### src/rtl/gpx_i2c_pkg.sv
// Shared types for the bus target: the engine states and the bundle of
// bus events that the synchroniser hands to the engine.
package gpx_i2c_pkg;

    typedef enum logic [3:0] {
        ST_IDLE,
        ST_ADDR,
        ST_ADDR_ACK,
        ST_CMD,
        ST_CMD_ACK,
        ST_WDATA,
        ST_WDATA_ACK,
        ST_RDATA,
        ST_RACK,
        ST_WAIT
    } tgt_state_e;

    typedef struct packed {
        logic scl_rise;
        logic scl_fall;
        logic start;
        logic stop;
        logic sda;
    } bus_evt_t;

endpackage

### src/rtl/gpx_bus_sync.sv
// Brings the two bus lines into the clock domain and derives edge and
// condition events from them.
// Assumes: the system clock is at least 16x the bus clock, and SYNC_STAGES >= 2.
module gpx_bus_sync
    import gpx_i2c_pkg::*;
#(
    parameter int SYNC_STAGES = 2
) (
    input  logic     clk,
    input  logic     rst_n,
    input  logic     scl_i,
    input  logic     sda_i,
    output bus_evt_t evt
);
    localparam int LINES = 2;
    localparam int SCL_IDX = 1;
    localparam int SDA_IDX = 0;

    logic [LINES-1:0] raw;
    logic [LINES-1:0] cur;
    logic [LINES-1:0] prev;

    assign raw = {scl_i, sda_i};

    for (genvar g = 0; g < LINES; g++) begin : g_line
        logic [SYNC_STAGES-1:0] chain;
        // Flop chain per line; it resets to the idle-high bus level.
        always_ff @(posedge clk) begin
            if (!rst_n) chain <= '1;
            else        chain <= {chain[SYNC_STAGES-2:0], raw[g]};
        end
        assign cur[g] = chain[SYNC_STAGES-1];
    end

    // Previous synchronised level, used for edge detection.
    always_ff @(posedge clk) begin
        if (!rst_n) prev <= '1;
        else        prev <= cur;
    end

    // Edge and condition decode.
    always_comb begin
        evt.scl_rise = cur[SCL_IDX] & ~prev[SCL_IDX];
        evt.scl_fall = ~cur[SCL_IDX] & prev[SCL_IDX];
        evt.start    = cur[SCL_IDX] & prev[SCL_IDX] & prev[SDA_IDX] & ~cur[SDA_IDX];
        evt.stop     = cur[SCL_IDX] & prev[SCL_IDX] & ~prev[SDA_IDX] & cur[SDA_IDX];
        evt.sda      = cur[SDA_IDX];
    end

endmodule

### src/rtl/gpx_target_fsm.sv
// Bus engine. It shifts bytes in and out, matches the address, drives the
// acknowledge and the read bits, and pulses cmd_load or data_load when a
// write byte completes.
// Assumes: bus events come from gpx_bus_sync, and rd_data is valid whenever
// a read byte begins.
module gpx_target_fsm
    import gpx_i2c_pkg::*;
#(
    parameter int         DATA_W     = 8,
    parameter int         STRAP_W    = 3,
    parameter int         FIX_W      = 4,
    parameter logic [FIX_W-1:0] ADDR_FIXED = 4'b0100
) (
    input  logic               clk,
    input  logic               rst_n,
    input  bus_evt_t           evt,
    input  logic [STRAP_W-1:0] strap,
    input  logic [DATA_W-1:0]  rd_data,
    output logic               sda_oe,
    output logic               cmd_load,
    output logic               data_load,
    output logic [DATA_W-1:0]  byte_q
);
    localparam int ADDR_W = FIX_W + STRAP_W;
    localparam int CNT_W  = $clog2(DATA_W + 1);
    localparam logic [CNT_W-1:0] CNT_FULL = CNT_W'(DATA_W);
    localparam logic [CNT_W-1:0] CNT_LAST = CNT_W'(DATA_W - 1);

    tgt_state_e         state;
    logic [CNT_W-1:0]   cnt;
    logic [DATA_W-1:0]  sr;
    logic [DATA_W-1:0]  tx;
    logic               rw;
    logic               mnack;
    logic [ADDR_W-1:0]  own_addr;

    assign own_addr = {ADDR_FIXED, strap};
    assign byte_q   = sr;

    // Main sequencer; START and STOP override any state.
    always_ff @(posedge clk) begin
        if (!rst_n) begin
            state     <= ST_IDLE;
            cnt       <= '0;
            sr        <= '0;
            tx        <= '0;
            sda_oe    <= 1'b0;
            rw        <= 1'b0;
            mnack     <= 1'b0;
            cmd_load  <= 1'b0;
            data_load <= 1'b0;
        end else begin
            cmd_load  <= 1'b0;
            data_load <= 1'b0;
            if (evt.stop) begin
                state  <= ST_IDLE;
                sda_oe <= 1'b0;
            end else if (evt.start) begin
                state  <= ST_ADDR;
                cnt    <= '0;
                sda_oe <= 1'b0;
            end else begin
                case (state)
                    ST_ADDR, ST_CMD, ST_WDATA: begin
                        if (evt.scl_rise && cnt != CNT_FULL) begin
                            sr  <= {sr[DATA_W-2:0], evt.sda};
                            cnt <= cnt + 1'b1;
                        end else if (evt.scl_fall && cnt == CNT_FULL) begin
                            cnt <= '0;
                            if (state == ST_ADDR) begin
                                if (sr[DATA_W-1:DATA_W-ADDR_W] == own_addr) begin
                                    state  <= ST_ADDR_ACK;
                                    sda_oe <= 1'b1;
                                    rw     <= sr[0];
                                end else begin
                                    state  <= ST_WAIT;
                                end
                            end else if (state == ST_CMD) begin
                                state    <= ST_CMD_ACK;
                                sda_oe   <= 1'b1;
                                cmd_load <= 1'b1;
                            end else begin
                                state     <= ST_WDATA_ACK;
                                sda_oe    <= 1'b1;
                                data_load <= 1'b1;
                            end
                        end
                    end
                    ST_ADDR_ACK: begin
                        if (evt.scl_fall) begin
                            cnt <= '0;
                            if (rw) begin
                                tx     <= rd_data;
                                sda_oe <= ~rd_data[DATA_W-1];
                                state  <= ST_RDATA;
                            end else begin
                                sda_oe <= 1'b0;
                                state  <= ST_CMD;
                            end
                        end
                    end
                    ST_CMD_ACK, ST_WDATA_ACK: begin
                        if (evt.scl_fall) begin
                            sda_oe <= 1'b0;
                            state  <= ST_WDATA;
                        end
                    end
                    ST_RDATA: begin
                        if (evt.scl_fall) begin
                            cnt <= cnt + 1'b1;
                            if (cnt == CNT_LAST) begin
                                sda_oe <= 1'b0;
                                state  <= ST_RACK;
                            end else begin
                                tx     <= {tx[DATA_W-2:0], 1'b0};
                                sda_oe <= ~tx[DATA_W-2];
                            end
                        end
                    end
                    ST_RACK: begin
                        if (evt.scl_rise) begin
                            mnack <= evt.sda;
                        end else if (evt.scl_fall) begin
                            if (!mnack) begin
                                tx     <= rd_data;
                                sda_oe <= ~rd_data[DATA_W-1];
                                cnt    <= '0;
                                state  <= ST_RDATA;
                            end else begin
                                state  <= ST_WAIT;
                            end
                        end
                    end
                    default: ;
                endcase
            end
        end
    end

    AST_IDLE_QUIET: assert property (@(posedge clk) disable iff (!rst_n)
        state == ST_IDLE |-> !sda_oe);
    AST_WAIT_QUIET: assert property (@(posedge clk) disable iff (!rst_n)
        state == ST_WAIT |-> !sda_oe);
    AST_STOP_RELEASES: assert property (@(posedge clk) disable iff (!rst_n)
        evt.stop |=> (!sda_oe && state == ST_IDLE));
    AST_START_RESTARTS: assert property (@(posedge clk) disable iff (!rst_n)
        (evt.start && !evt.stop) |=> (state == ST_ADDR && !sda_oe));
    AST_ONE_LOAD_KIND: assert property (@(posedge clk) disable iff (!rst_n)
        !(cmd_load && data_load));

endmodule

### src/rtl/gpx_cmd_ptr.sv
// Holds the register pointer and the command-valid flag, and turns data
// bytes into write strobes for the register bank.
// Assumes: cmd_load and data_load are single-cycle pulses from the engine.
module gpx_cmd_ptr #(
    parameter int DATA_W = 8,
    parameter int PTR_W  = 2
) (
    input  logic              clk,
    input  logic              rst_n,
    input  logic              cmd_load,
    input  logic              data_load,
    input  logic [DATA_W-1:0] byte_in,
    output logic [PTR_W-1:0]  ptr,
    output logic              wr_en,
    output logic [DATA_W-1:0] wr_data
);
    localparam int HI_W = DATA_W - PTR_W;

    logic cmd_ok;

    // Pointer capture and write strobe generation.
    always_ff @(posedge clk) begin
        if (!rst_n) begin
            ptr     <= '0;
            cmd_ok  <= 1'b1;
            wr_en   <= 1'b0;
            wr_data <= '0;
        end else begin
            wr_en <= 1'b0;
            if (cmd_load) begin
                ptr    <= byte_in[PTR_W-1:0];
                cmd_ok <= (byte_in[DATA_W-1:PTR_W] == HI_W'(0));
            end
            if (data_load && cmd_ok) begin
                wr_en   <= 1'b1;
                wr_data <= byte_in;
            end
        end
    end

    AST_WR_SINGLE: assert property (@(posedge clk) disable iff (!rst_n)
        wr_en |=> !wr_en);
    AST_PTR_HELD: assert property (@(posedge clk) disable iff (!rst_n)
        !cmd_load |=> $stable(ptr));
    AST_WR_FROM_DATA: assert property (@(posedge clk) disable iff (!rst_n)
        wr_en |-> $past(data_load));

endmodule

### src/rtl/gpx_i2c_target.sv
// Top of the bus target for the port expander. It joins the line
// synchroniser, the bus engine and the pointer/strobe stage.
// Assumes: the register bank drives reg_rd_data from reg_ptr without delay.
module gpx_i2c_target
    import gpx_i2c_pkg::*;
#(
    parameter int         SYNC_STAGES = 2,
    parameter int         DATA_W      = 8,
    parameter int         PTR_W       = 2,
    parameter int         STRAP_W     = 3,
    parameter logic [3:0] ADDR_FIXED  = 4'b0100
) (
    input  logic               clk,
    input  logic               rst_n,
    input  logic               scl_i,
    input  logic               sda_i,
    output logic               sda_oe,
    input  logic [STRAP_W-1:0] strap_i,
    output logic [PTR_W-1:0]   reg_ptr,
    output logic               reg_wr_en,
    output logic [DATA_W-1:0]  reg_wr_data,
    input  logic [DATA_W-1:0]  reg_rd_data
);
    bus_evt_t          evt;
    logic              cmd_load;
    logic              data_load;
    logic [DATA_W-1:0] byte_q;

    gpx_bus_sync #(.SYNC_STAGES(SYNC_STAGES)) u_sync (
        .clk   (clk),
        .rst_n (rst_n),
        .scl_i (scl_i),
        .sda_i (sda_i),
        .evt   (evt)
    );

    gpx_target_fsm #(
        .DATA_W     (DATA_W),
        .STRAP_W    (STRAP_W),
        .FIX_W      (4),
        .ADDR_FIXED (ADDR_FIXED)
    ) u_fsm (
        .clk       (clk),
        .rst_n     (rst_n),
        .evt       (evt),
        .strap     (strap_i),
        .rd_data   (reg_rd_data),
        .sda_oe    (sda_oe),
        .cmd_load  (cmd_load),
        .data_load (data_load),
        .byte_q    (byte_q)
    );

    gpx_cmd_ptr #(.DATA_W(DATA_W), .PTR_W(PTR_W)) u_ptr (
        .clk       (clk),
        .rst_n     (rst_n),
        .cmd_load  (cmd_load),
        .data_load (data_load),
        .byte_in   (byte_q),
        .ptr       (reg_ptr),
        .wr_en     (reg_wr_en),
        .wr_data   (reg_wr_data)
    );

endmodule

### config.mk
export PLATFORM = sky130hd
export DESIGN_NAME = gpx_i2c_target
export DESIGN_NICKNAME = d
export VERILOG_FILES = /design/src/rtl/gpx_i2c_pkg.sv /design/src/rtl/gpx_bus_sync.sv /design/src/rtl/gpx_target_fsm.sv /design/src/rtl/gpx_cmd_ptr.sv /design/src/rtl/gpx_i2c_target.sv
export SDC_FILE = /design/constraint.sdc
export NUM_CORES = 1
export LEC_CHECK = 0
export ABC_CLOCK_PERIOD_IN_PS = 3000
export BUFFER_PORTS_ARGS = -buffer_cell sky130_fd_sc_hd__buf_2
export CAP_MARGIN = 20
export CORE_MARGIN = 5
export CORE_UTILIZATION = 59
export DETAILED_ROUTE_END_ITERATION = 8
export PLACE_DENSITY = 0.8
export SYNTH_ARGS = -nofsm -noshare
export SYNTH_HDL_FRONTEND = slang
export SYNTH_SLANG_ARGS = --single-unit
### constraint.sdc
create_clock -name clk -period 3 [get_ports clk]
set_clock_uncertainty 0.1 [all_clocks]
set_input_delay 0.6 -clock clk [delete_from_list [all_inputs] [get_ports clk]]
set_output_delay 0.6 -clock clk [all_outputs]
set_load 0.02 [all_outputs]
==> results of run 1 <==
==> kinds of logic after synthesis <==
| logic type | after synthesis | share of synthesized area [%] |
|---|---|---|
| simple gates | 110 | 26.0 |
| xor+xnor | 4 | 1.50 |
| buf+inv | 21 | 4.11 |
| flops | 46 | 39.3 |
| compound gates | 77 | 23.7 |
| fa+ha+maj | 2 | 1.07 |
| mux | 10 | 4.32 |
==> worst max-delay path by stage <==
stage	from	slack, ns	end
floorplan	u_fsm.cnt[0]	1.07	u_fsm.sda_oe
global placement	u_fsm.state[0]	0.74	u_fsm.cnt[2]
detailed placement	u_fsm.state[0]	0.71	u_fsm.sda_oe
CTS	u_fsm.state[0]	0.67	u_fsm.sda_oe
global route	u_fsm.state[0]	0.47	u_fsm.sda_oe
finish	u_fsm.state[0]	0.66	u_fsm.sda_oe
==> routing by layer <==
metal  global-route usage, %  share of wire (%)  vias up
met5                       0                  0        -
met2                    32.4                 47       64
met4                    7.17                1.5        0
met1                    26.7                 48      962
met3                    3.44                4.0        8
li1                        -                  -     1018
==> synth_stat cells, types with 5 or more instances <==
| library cell | n | share of area (%) |
|---|---|---|
| dfxtp_1 | 46 | 39 |
| nand2_1 | 34 | 5.4 |
| a21oi_1 | 29 | 6.2 |
| nand3_1 | 16 | 3.4 |
| nand2b_1 | 15 | 4.0 |
| nor2_1 | 13 | 2.1 |
| mux2i_1 | 9 | 3.8 |
| clkbuf_1 | 8 | 1.3 |
| o211ai_1 | 6 | 1.9 |
| o21ai_0 | 6 | 1.3 |
| buf_2 | 5 | 1.1 |
| inv_1 | 5 | 0.80 |
==> worst register-to-register path, stage by stage (launching register included) <==
cell,delay [ns]
dfxtp_1,0.59
nand2b_1,0.30
a31o_4,0.34
a21oi_2,0.12
buf_4,0.23
o311a_1,0.24
mux2_1,0.32
==> flip-flops by register name (all words and copies together), names as in the netlist, 2 cells and up <==
signal               flops
u_ptr.ptr                2
u_ptr.wr_data            8
u_fsm.state              4
u_fsm.byte_q             8
u_fsm.tx                 7
u_sync.g_line.chain      4
u_sync.prev              2
u_fsm.cnt                4
==> layout make-up <==
class | instances | area [µm²]
clock buffers | 6 | 72.6
clock inverters | 1 | 7.51
fillers | 348 | 1350
inverters | 5 | 18.8
multi-input cells | 203 | 1330
flip-flops and latches | 46 | 921
well taps | 50 | 62.6
repair buffers | 30 | 160
==> metrics by stage <==
step / setup WS, ns / hold WS, ns
floorplan: 1.07 / 0.286
global placement: 0.742 / 0.294
detailed placement: 0.708 / 0.294
CTS: 0.667 / 0.314
global route: 0.469 / 0.332
finish: 0.662 / 0.314
==> report_power, final <==
group	internal, W	switching, W
clock	0.000160	0.000204
sequential	0.000664	0.0000923
combinational	0.000257	0.000332
==> impl_metrics.csv, run 1 <==
group,metric,value,unit
logic_synthesis,synth_nets,287,
setup_path,rr_endpoint,"u_fsm.sda_oe",
placement,io_buffers,26,
sta,final-max-slew-violation-count,0,
setup_path,start_kind,"flip-flop",
detailed_routing,via_per_inst,6.02,
clocking,cts_sinks,46,
logic_synthesis,ys_types,55,
global_routing,grt_max_degree,32,
logic_synthesis,synth-seq-cells,46,
setup_path,worstPathCellList,"nand2b_1, a31o_4, a21oi_2, buf_4, o311a_1, mux2_1",
clocking,htree_levels,2,
floorplan,core,3910,µm²
logic_synthesis,synth_edf_count,0,
floorplan,die_y,73.0,µm
sta,hold_viol,0,
final_layout,syn2layout_area_growth,9.61,%
logic_synthesis,synth-seq-area-share,39.3,%
final_layout,drive_above_1_share,18.9,%
logic_synthesis,ys.flop_type,"dfxtp_1",
clocking,postCtsResizedCells,0,
pwr,p_leak,0.938,nW
detailed_routing,drc,0,
setup_path,critPathArrivalTime,2.43,ns
job,drv_cap,0,
floorplan,dieArea,5330,µm²
clocking,cts_tree,"done",
placement,place_area,2490,µm²
final_layout,final_area,2570,µm²
detailed_routing,antenna_left,0,
final_layout,layout_common_cells,"46 x dfxtp_1, 34 x nand2_1, 29 x a21oi_1, 26 x buf_2, 16 x nand3_1",
setup_path,cpPeakStageDelay,0.59,ns
sta,setup_viol,0,
final_layout,final_common_cell,"dfxtp_1",
setup_path,crit_type,"flip-flop to flip-flop",
placement,dp.cells,334,
min_path,hold_class,"flip-flop to flip-flop",
logic_synthesis,syn_inst,270,
sta,tightest_slew,0.550,ns
clocking,cts_buffer_depth,2,
floorplan,die_w,73.0,µm
final_layout,utilization,65.6,%
final_layout,instances_no_fill,341,
pwr,peakVddDrop,0.458,mV
setup_path,end_kind,"flip-flop",
clocking,cts_buffers,5,
detailed_routing,dr.pass1.iters,4,
global_routing,antenna_found_initial,0,
sta,maxSlewHeadroom,63.1,%
pwr,finalPower,0.00171,W
min_path,hold_start,"u_sync.g_line[1].chain[0]",
detailed_routing,wl_per_cell,15.0,µm
final_layout,diodes,0,
setup_path,cp_max_fo,15,
sta,min_period_over_period,77.9,%
sta,fmax,0.428,GHz
setup_path,cp.required,3.09,ns
floorplan,start_util,59.9,%
global_routing,grt_pass1_wl,8540,µm
logic_synthesis,syn_area,2340,µm²
setup_path,path_depth,6,
logic_synthesis,ys_warn_count,0,
setup_path,r2r_start,"u_fsm.state[0]",
setup_path,slowest_stage,"dfxtp_1",
floorplan,io_pins,27,
placement,dpl.hpwl,3610,µm
placement,gp_congestion,0.980,
global_routing,grt_overflow,0,
clocking,post_cts.repair.setup_buffers,0,
sta,rsz0062_at_grt,"no",
global_routing,grt_usage,20.0,%
floorplan,rows,23,
clocking,cts.clk_slew.worst_paths,0.09,ns
setup_path,worstRegToRegCells,6,
clocking,worstSkewPairLatency,0.30,ns
logic_synthesis,async_flop_share,0,%
detailed_routing,num_vias,2052,
sta,setup_tns,0,ns
final_layout,fin_nets,308,
detailed_routing,wirelength,5100,µm
sta,finalCriticalPeriod,2.34,ns
global_routing,grt_pass1_vias,1868,
clocking,clock-root-buffer,"clkbuf_8",
detailed_routing,detail_route.iter0.violations,189,
pwr,powerDensity,666,nW/µm²
setup_path,reg2reg_slack,0.66,ns
logic_synthesis,syn_area_per_cell,8.68,µm²
setup_path,crit_buf_inv,1,
clocking,ctsHoldBuffers,0,
run_status,status,"finished, final reports clean",
min_path,hold_depth,1,
min_path,worstHoldEndpoint,"u_sync.g_line[1].chain[1]",
setup_path,path_delay_family,"compound AO/OA/AOI/OAI gates",
Power figures use the tool's default switching activity.
==> run 2: changes to the inputs <==
Settings changed: ABC_CLOCK_PERIOD_IN_PS 3000 to 2000, CORE_UTILIZATION 59 to 52, PLACE_DENSITY 0.8 to 0.75.
Clock period 3 ns to 2 ns, I/O delays scaled along.
==> impl_metrics.csv, run 2 (synthesis gave the netlist of run 1 again) <==
group,metric,value,unit
detailed_routing,wirelength,5690,µm
floorplan,dieArea,5950,µm²
setup_path,end_kind,"flip-flop",
final_layout,seq_area,923,µm²
setup_path,start_kind,"flip-flop",
floorplan,io_pins,27,
clocking,htree_levels,2,
detailed_routing,wl_per_cell,15.3,µm
sta,min_period_over_period,96.9,%
pwr,peakVddDrop,0.531,mV
clocking,cts_tree,"done",
detailed_routing,num_vias,2165,
final_layout,fin_nets,336,
final_layout,syn2layout_area_growth,22.0,%
final_layout,layout_common_cells,"44 x dfxtp_1, 34 x nand2_1, 31 x buf_4, 28 x a21oi_1, 26 x buf_2",
clocking,cts_buffers,5,
detailed_routing,drc,0,
sta,final-max-slew-violation-count,0,
detailed_routing,detail_route.iter0.violations,177,
sta,setup_viol,0,
run_status,status,"finished, final reports clean",
pwr,p_switching,0.00108,W
sta,hold_viol,0,
detailed_routing,antenna_left,0,
pwr,p_int,0.00197,W
global_routing,antenna_found_initial,0,
floorplan,die_y,77.1,µm
global_routing,grt_usage,19.1,%
sta,fmax,0.516,GHz
final_layout,multi_input_area,1360,µm²
floorplan,die_w,77.1,µm
final_layout,diodes,0,
detailed_routing,dr.pass1.iters,4,
detailed_routing,via_per_inst,5.82,
pwr,switching_share,35.4,%
final_layout,fillerInstances,337,
clocking,ctsHoldBuffers,0,
placement,gp_congestion,0.913,
sta,setup_tns,0,ns
sta,rsz0062_at_grt,"no",
pwr,powerDensity,1060,nW/µm²
final_layout,drive_above_1_share,28.4,%
pwr,p_clk_share,23.5,%
floorplan,rows,24,
placement,io_buffers,26,
min_path,hold_depth,2,
setup_path,critPathArrivalTime,2.03,ns
global_routing,grt_pass1_wl,9580,µm
clocking,worstSkewPairLatency,0.30,ns
clocking,postCtsResizedCells,0,
global_routing,grt_overflow,0,
placement,dpl.hpwl,4170,µm
sta,tightest_slew,0.581,ns
sta,maxSlewHeadroom,61.0,%
sta,finalCriticalPeriod,1.94,ns
job,drv_cap,0,
clocking,cts.clk_slew.worst_paths,0.09,ns
pwr,seq_power_share,36.2,%
floorplan,start_util,53.8,%
pwr,p_leak,1.11,nW
placement,dp.cells,364,
global_routing,grt_max_degree,22,
final_layout,utilization,65.7,%
pwr,pwr-share-comb,40.4,%
global_routing,grt_pass1_vias,2049,
setup_path,cp_max_fo,4,
clocking,cts_sinks,46,
min_path,hold_class,"input pin to flip-flop",
final_layout,instances_no_fill,372,
setup_path,crit_type,"flip-flop to flip-flop",
final_layout,final_common_cell,"dfxtp_1",
floorplan,core,4350,µm²
clocking,cts_buffer_depth,2,
setup_path,worstRegToRegCells,6,
clocking,post_cts.repair.setup_buffers,0,
clocking,clock-root-buffer,"clkbuf_8",
setup_path,cp.required,2.09,ns
run 2: cell count changes in the layout (fill, tap and decap cells not counted), sizes merged:
| cell | previous run | this run |
|---|---|---|
| clkbuf | 6 | 5 |
| clkinv | 0 | 1 |
| clkinvlp | 1 | 0 |
| inv | 5 | 6 |
| bufinv | 0 | 1 |
| buf | 30 | 58 |
run 2: metal layers:
layer	GRT usage, %	up-vias	part of all wire (%)	routed length (µm)
met4	4.98	0	0.83	47
li1	-	1078	-	-
met2	31.7	41	49	2760
met3	3.40	5	3.7	213
met5	0	-	0	0
met1	25.5	1041	47	2660
run 2: stage by stage:
stage / setup WS, ns / hold slack [ns] / instance area (µm²) / power, W
after floorplan: 0.0657 / 0.286 / 2340 / 0.00188
after global placement: 0.0641 / 0.287 / 2710 / 0.00226
after detailed placement: 0.0411 / 0.300 / 2710 / 0.00227
after CTS: 0.00983 / 0.185 / 2830 / 0.00297
after global routing: 0.000429 / 0.191 / 2860 / 0.00319
final: 0.0610 / 0.183 / 2860 / 0.00304
run 2: path summary, 6_finish.rpt:
kind,startpoint,end,slack [ns]
worst max-delay path,u_fsm.byte_q[4],u_fsm.rw,0.06
worst min-delay path,sda_i,u_sync.g_line[0].chain[0],0.18
worst max register to register,u_fsm.byte_q[4],u_fsm.rw,0.06
worst min register to register,u_sync.g_line[0].chain[0],u_sync.g_line[0].chain[1],0.32
run 2: area by class of cell:
type                       count  share of cell area (%)
multi-input combinational    203                    47.4
sequential                    46                    32.3
timing repair buffer          58                    13.4
clock buffer                   5                    2.41
tap                           52                    2.28
clock inverter                 3                    1.53
inverter                       5                   0.656
run 2: power by group through the flow:
stage | clock, W | combinational [W] | sequential (W)
3_5_place_dp | 0 | 0.00117 | 0.00110
4_1_cts | 0.000708 | 0.00118 | 0.00108
3_3_place_gp | 0 | 0.00116 | 0.00110
5_1_grt | 0.000746 | 0.00133 | 0.00111
6_report | 0.000714 | 0.00123 | 0.00110
2_1_floorplan | 0 | 0.000802 | 0.00108
run 2: worst max-delay path, cell delays in order, from the launching register on:
cell and delay, ns:
dfxtp_1 0.33, or4b_4 0.55, nor4_4 0.15, buf_4 0.18, nor4b_2 0.25, mux2i_1 0.22
nor2_1 0.05
==> run 3: changes to the inputs <==
==> constraint.sdc (replaced) <==
create_clock -name clk -period 2 [get_ports clk]
set_clock_uncertainty 0.1 [all_clocks]
set_input_delay 0.6 -clock clk [delete_from_list [all_inputs] [get_ports clk]]
set_output_delay 0.6 -clock clk [all_outputs]
set_load 0.02 [all_outputs]
==> impl_metrics.csv, run 3 (synthesis gave the netlist of run 1 again) <==
group,metric,value,unit
run_status,status,"finished, final reports clean",
sta,tightest_slew,0.594,ns
sta,setup_viol,0,
global_routing,antenna_found_initial,0,
clocking,cts_tree,"done",
pwr,p_clk_share,23.5,%
setup_path,r2r_start,"u_fsm.cnt[0]",
setup_path,rr_endpoint,"u_fsm.sda_oe",
floorplan,rows,24,
clocking,worstSkewPairLatency,0.30,ns
floorplan,die_w,77.1,µm
global_routing,grt_usage,20.0,%
global_routing,use_met1,26.6,%
sta,setup_tns,0,ns
final_layout,syn2layout_area_growth,22.4,%
sta,maxSlewHeadroom,60.3,%
setup_path,worstRegToRegCells,7,
final_layout,diodes,0,
pwr,p_leak,1.11,nW
setup_path,reg2reg_slack,0.08,ns
global_routing,grt_overflow,0,
global_routing,grt_max_degree,23,
detailed_routing,dr.pass1.iters,4,
setup_path,critPathArrivalTime,2.01,ns
clocking,cts.clk_slew.worst_paths,0.09,ns
detailed_routing,num_vias,2158,
sta,finalCriticalPeriod,1.92,ns
pwr,pwr-share-comb,39.8,%
detailed_routing,wirelength,5800,µm
final_layout,fin_nets,337,
placement,io_buffers,26,
floorplan,die_y,77.1,µm
detailed_routing,wl_per_cell,15.6,µm
global_routing,grt_pass1_vias,2041,
floorplan,start_util,53.8,%
global_routing,grt_pass1_wl,9840,µm
setup_path,cp-endpoint,"u_fsm.sda_oe",
pwr,finalPower,0.00300,W
clocking,htree_levels,2,
detailed_routing,drc,0,
sta,hold_viol,0,
pwr,p_int,0.00195,W
detailed_routing,via_per_inst,5.79,
clocking,clock-root-buffer,"clkbuf_8",
floorplan,dieArea,5950,µm²
setup_path,cp_max_fo,3,
sta,fmax,0.521,GHz
final_layout,layout_common_cells,"41 x dfxtp_1, 34 x nand2_1, 32 x buf_4, 29 x a21oi_1, 26 x buf_2",
sta,min_period_over_period,95.9,%
global_routing,met3_usage,3.98,%
detailed_routing,detail_route.iter0.violations,190,
setup_path,start_kind,"flip-flop",
pwr,peakVddDrop,0.902,mV
detailed_routing,antenna_left,0,
pwr,switching_share,34.8,%
setup_path,crit_type,"flip-flop to flip-flop",
clocking,post_cts.repair.setup_buffers,0,
floorplan,core,4350,µm²
clocking,cts_buffers,5,
setup_path,end_kind,"flip-flop",
sta,hold_ws,0.313,ns
clocking,cts_buffer_depth,2,
final_layout,drive_above_1_share,30.5,%
clocking,ctsHoldBuffers,0,
placement,dpl.hpwl,4280,µm
sta,final-max-slew-violation-count,0,
pwr,seq_power_share,36.7,%
setup_path,startpoint,"u_fsm.cnt[0]",
pwr,p_switching,0.00104,W
setup_path,cp.required,2.10,ns
pwr,powerDensity,1040,nW/µm²
floorplan,io_pins,27,
job,drv_cap,0,
final_layout,final_common_cell,"dfxtp_1",
placement,gp_congestion,0.931,
global_routing,grt.busiest_layer,"met2",
clocking,cts_sinks,46,
min_path,hold_class,"flip-flop to flip-flop",
global_routing,use_met2,31.9,%
-- run 3: layout make-up --
type	instances	area [µm²]
repair buffers	59	390
multi-input cells	203	1360
well taps	52	65.1
fillers	347	1490
clock inverters	3	43.8
clock buffers	5	68.8
flip-flops and latches	46	927
inverters	5	18.8
-- run 3: worst max-delay path, cell delays in order (launching register included) --
cell	delay, ns
dfxtp_2	0.34
inv_2	0.07
ha_4	0.13
nand3b_1	0.11
or3_4	0.40
o211ai_1	0.12
o311a_1	0.25
mux2_4	0.30
-- run 3: how the worst min path moves through the flow --
stage,start,end,cells past startpoint
3_3_place_gp,u_sync.g_line[1].chain[0],u_sync.g_line[1].chain[1],1
4_1_cts,u_sync.g_line[1].chain[0],u_sync.g_line[1].chain[1],1
2_1_floorplan,u_sync.g_line[0].chain[0],u_sync.g_line[0].chain[1],1
3_5_place_dp,u_sync.g_line[1].chain[0],u_sync.g_line[1].chain[1],1
5_1_grt,u_sync.g_line[1].chain[0],u_sync.g_line[1].chain[1],1
6_report,u_sync.g_line[1].chain[0],u_sync.g_line[1].chain[1],1
-- run 3: stage by stage --
step	instances	utilization [%]	setup slack, ns	instance area (µm²)
after CTS	373	65.1	0.0274	2840
after global routing	373	65.9	-0.00588	2870
final	373	65.9	0.0817	2870
after floorplan	270	-	0.0657	2340
after detailed placement	365	62.5	-0.0327	2720
after global placement	365	62.5	-0.00385	2720
-- run 3: power by group through the flow --
stage               sequential (W)  clock (W)  combinational [W]
floorplan                  0.00108          0           0.000802
global placement           0.00110          0            0.00114
detailed placement         0.00111          0            0.00115
CTS                        0.00109   0.000717            0.00116
global route               0.00111   0.000767            0.00130
finish                     0.00110   0.000705            0.00119
-- run 3: metal layers --
| layer | part of all wire [%] | vias up |
|---|---|---|
| met5 | 0 | - |
| met4 | 1.7 | 0 |
| met3 | 6.5 | 8 |
| met2 | 47 | 75 |
| met1 | 45 | 996 |
| li1 | - | 1079 |
-- run 3: repair_timing --
action / CTS / global route
hold endpoints to repair: 0 / 0
gates resized for setup: 1 / 12
pin swaps: 0 / 3
cloned: 0 / 0
endpoints found under the setup margin: 1 / 18
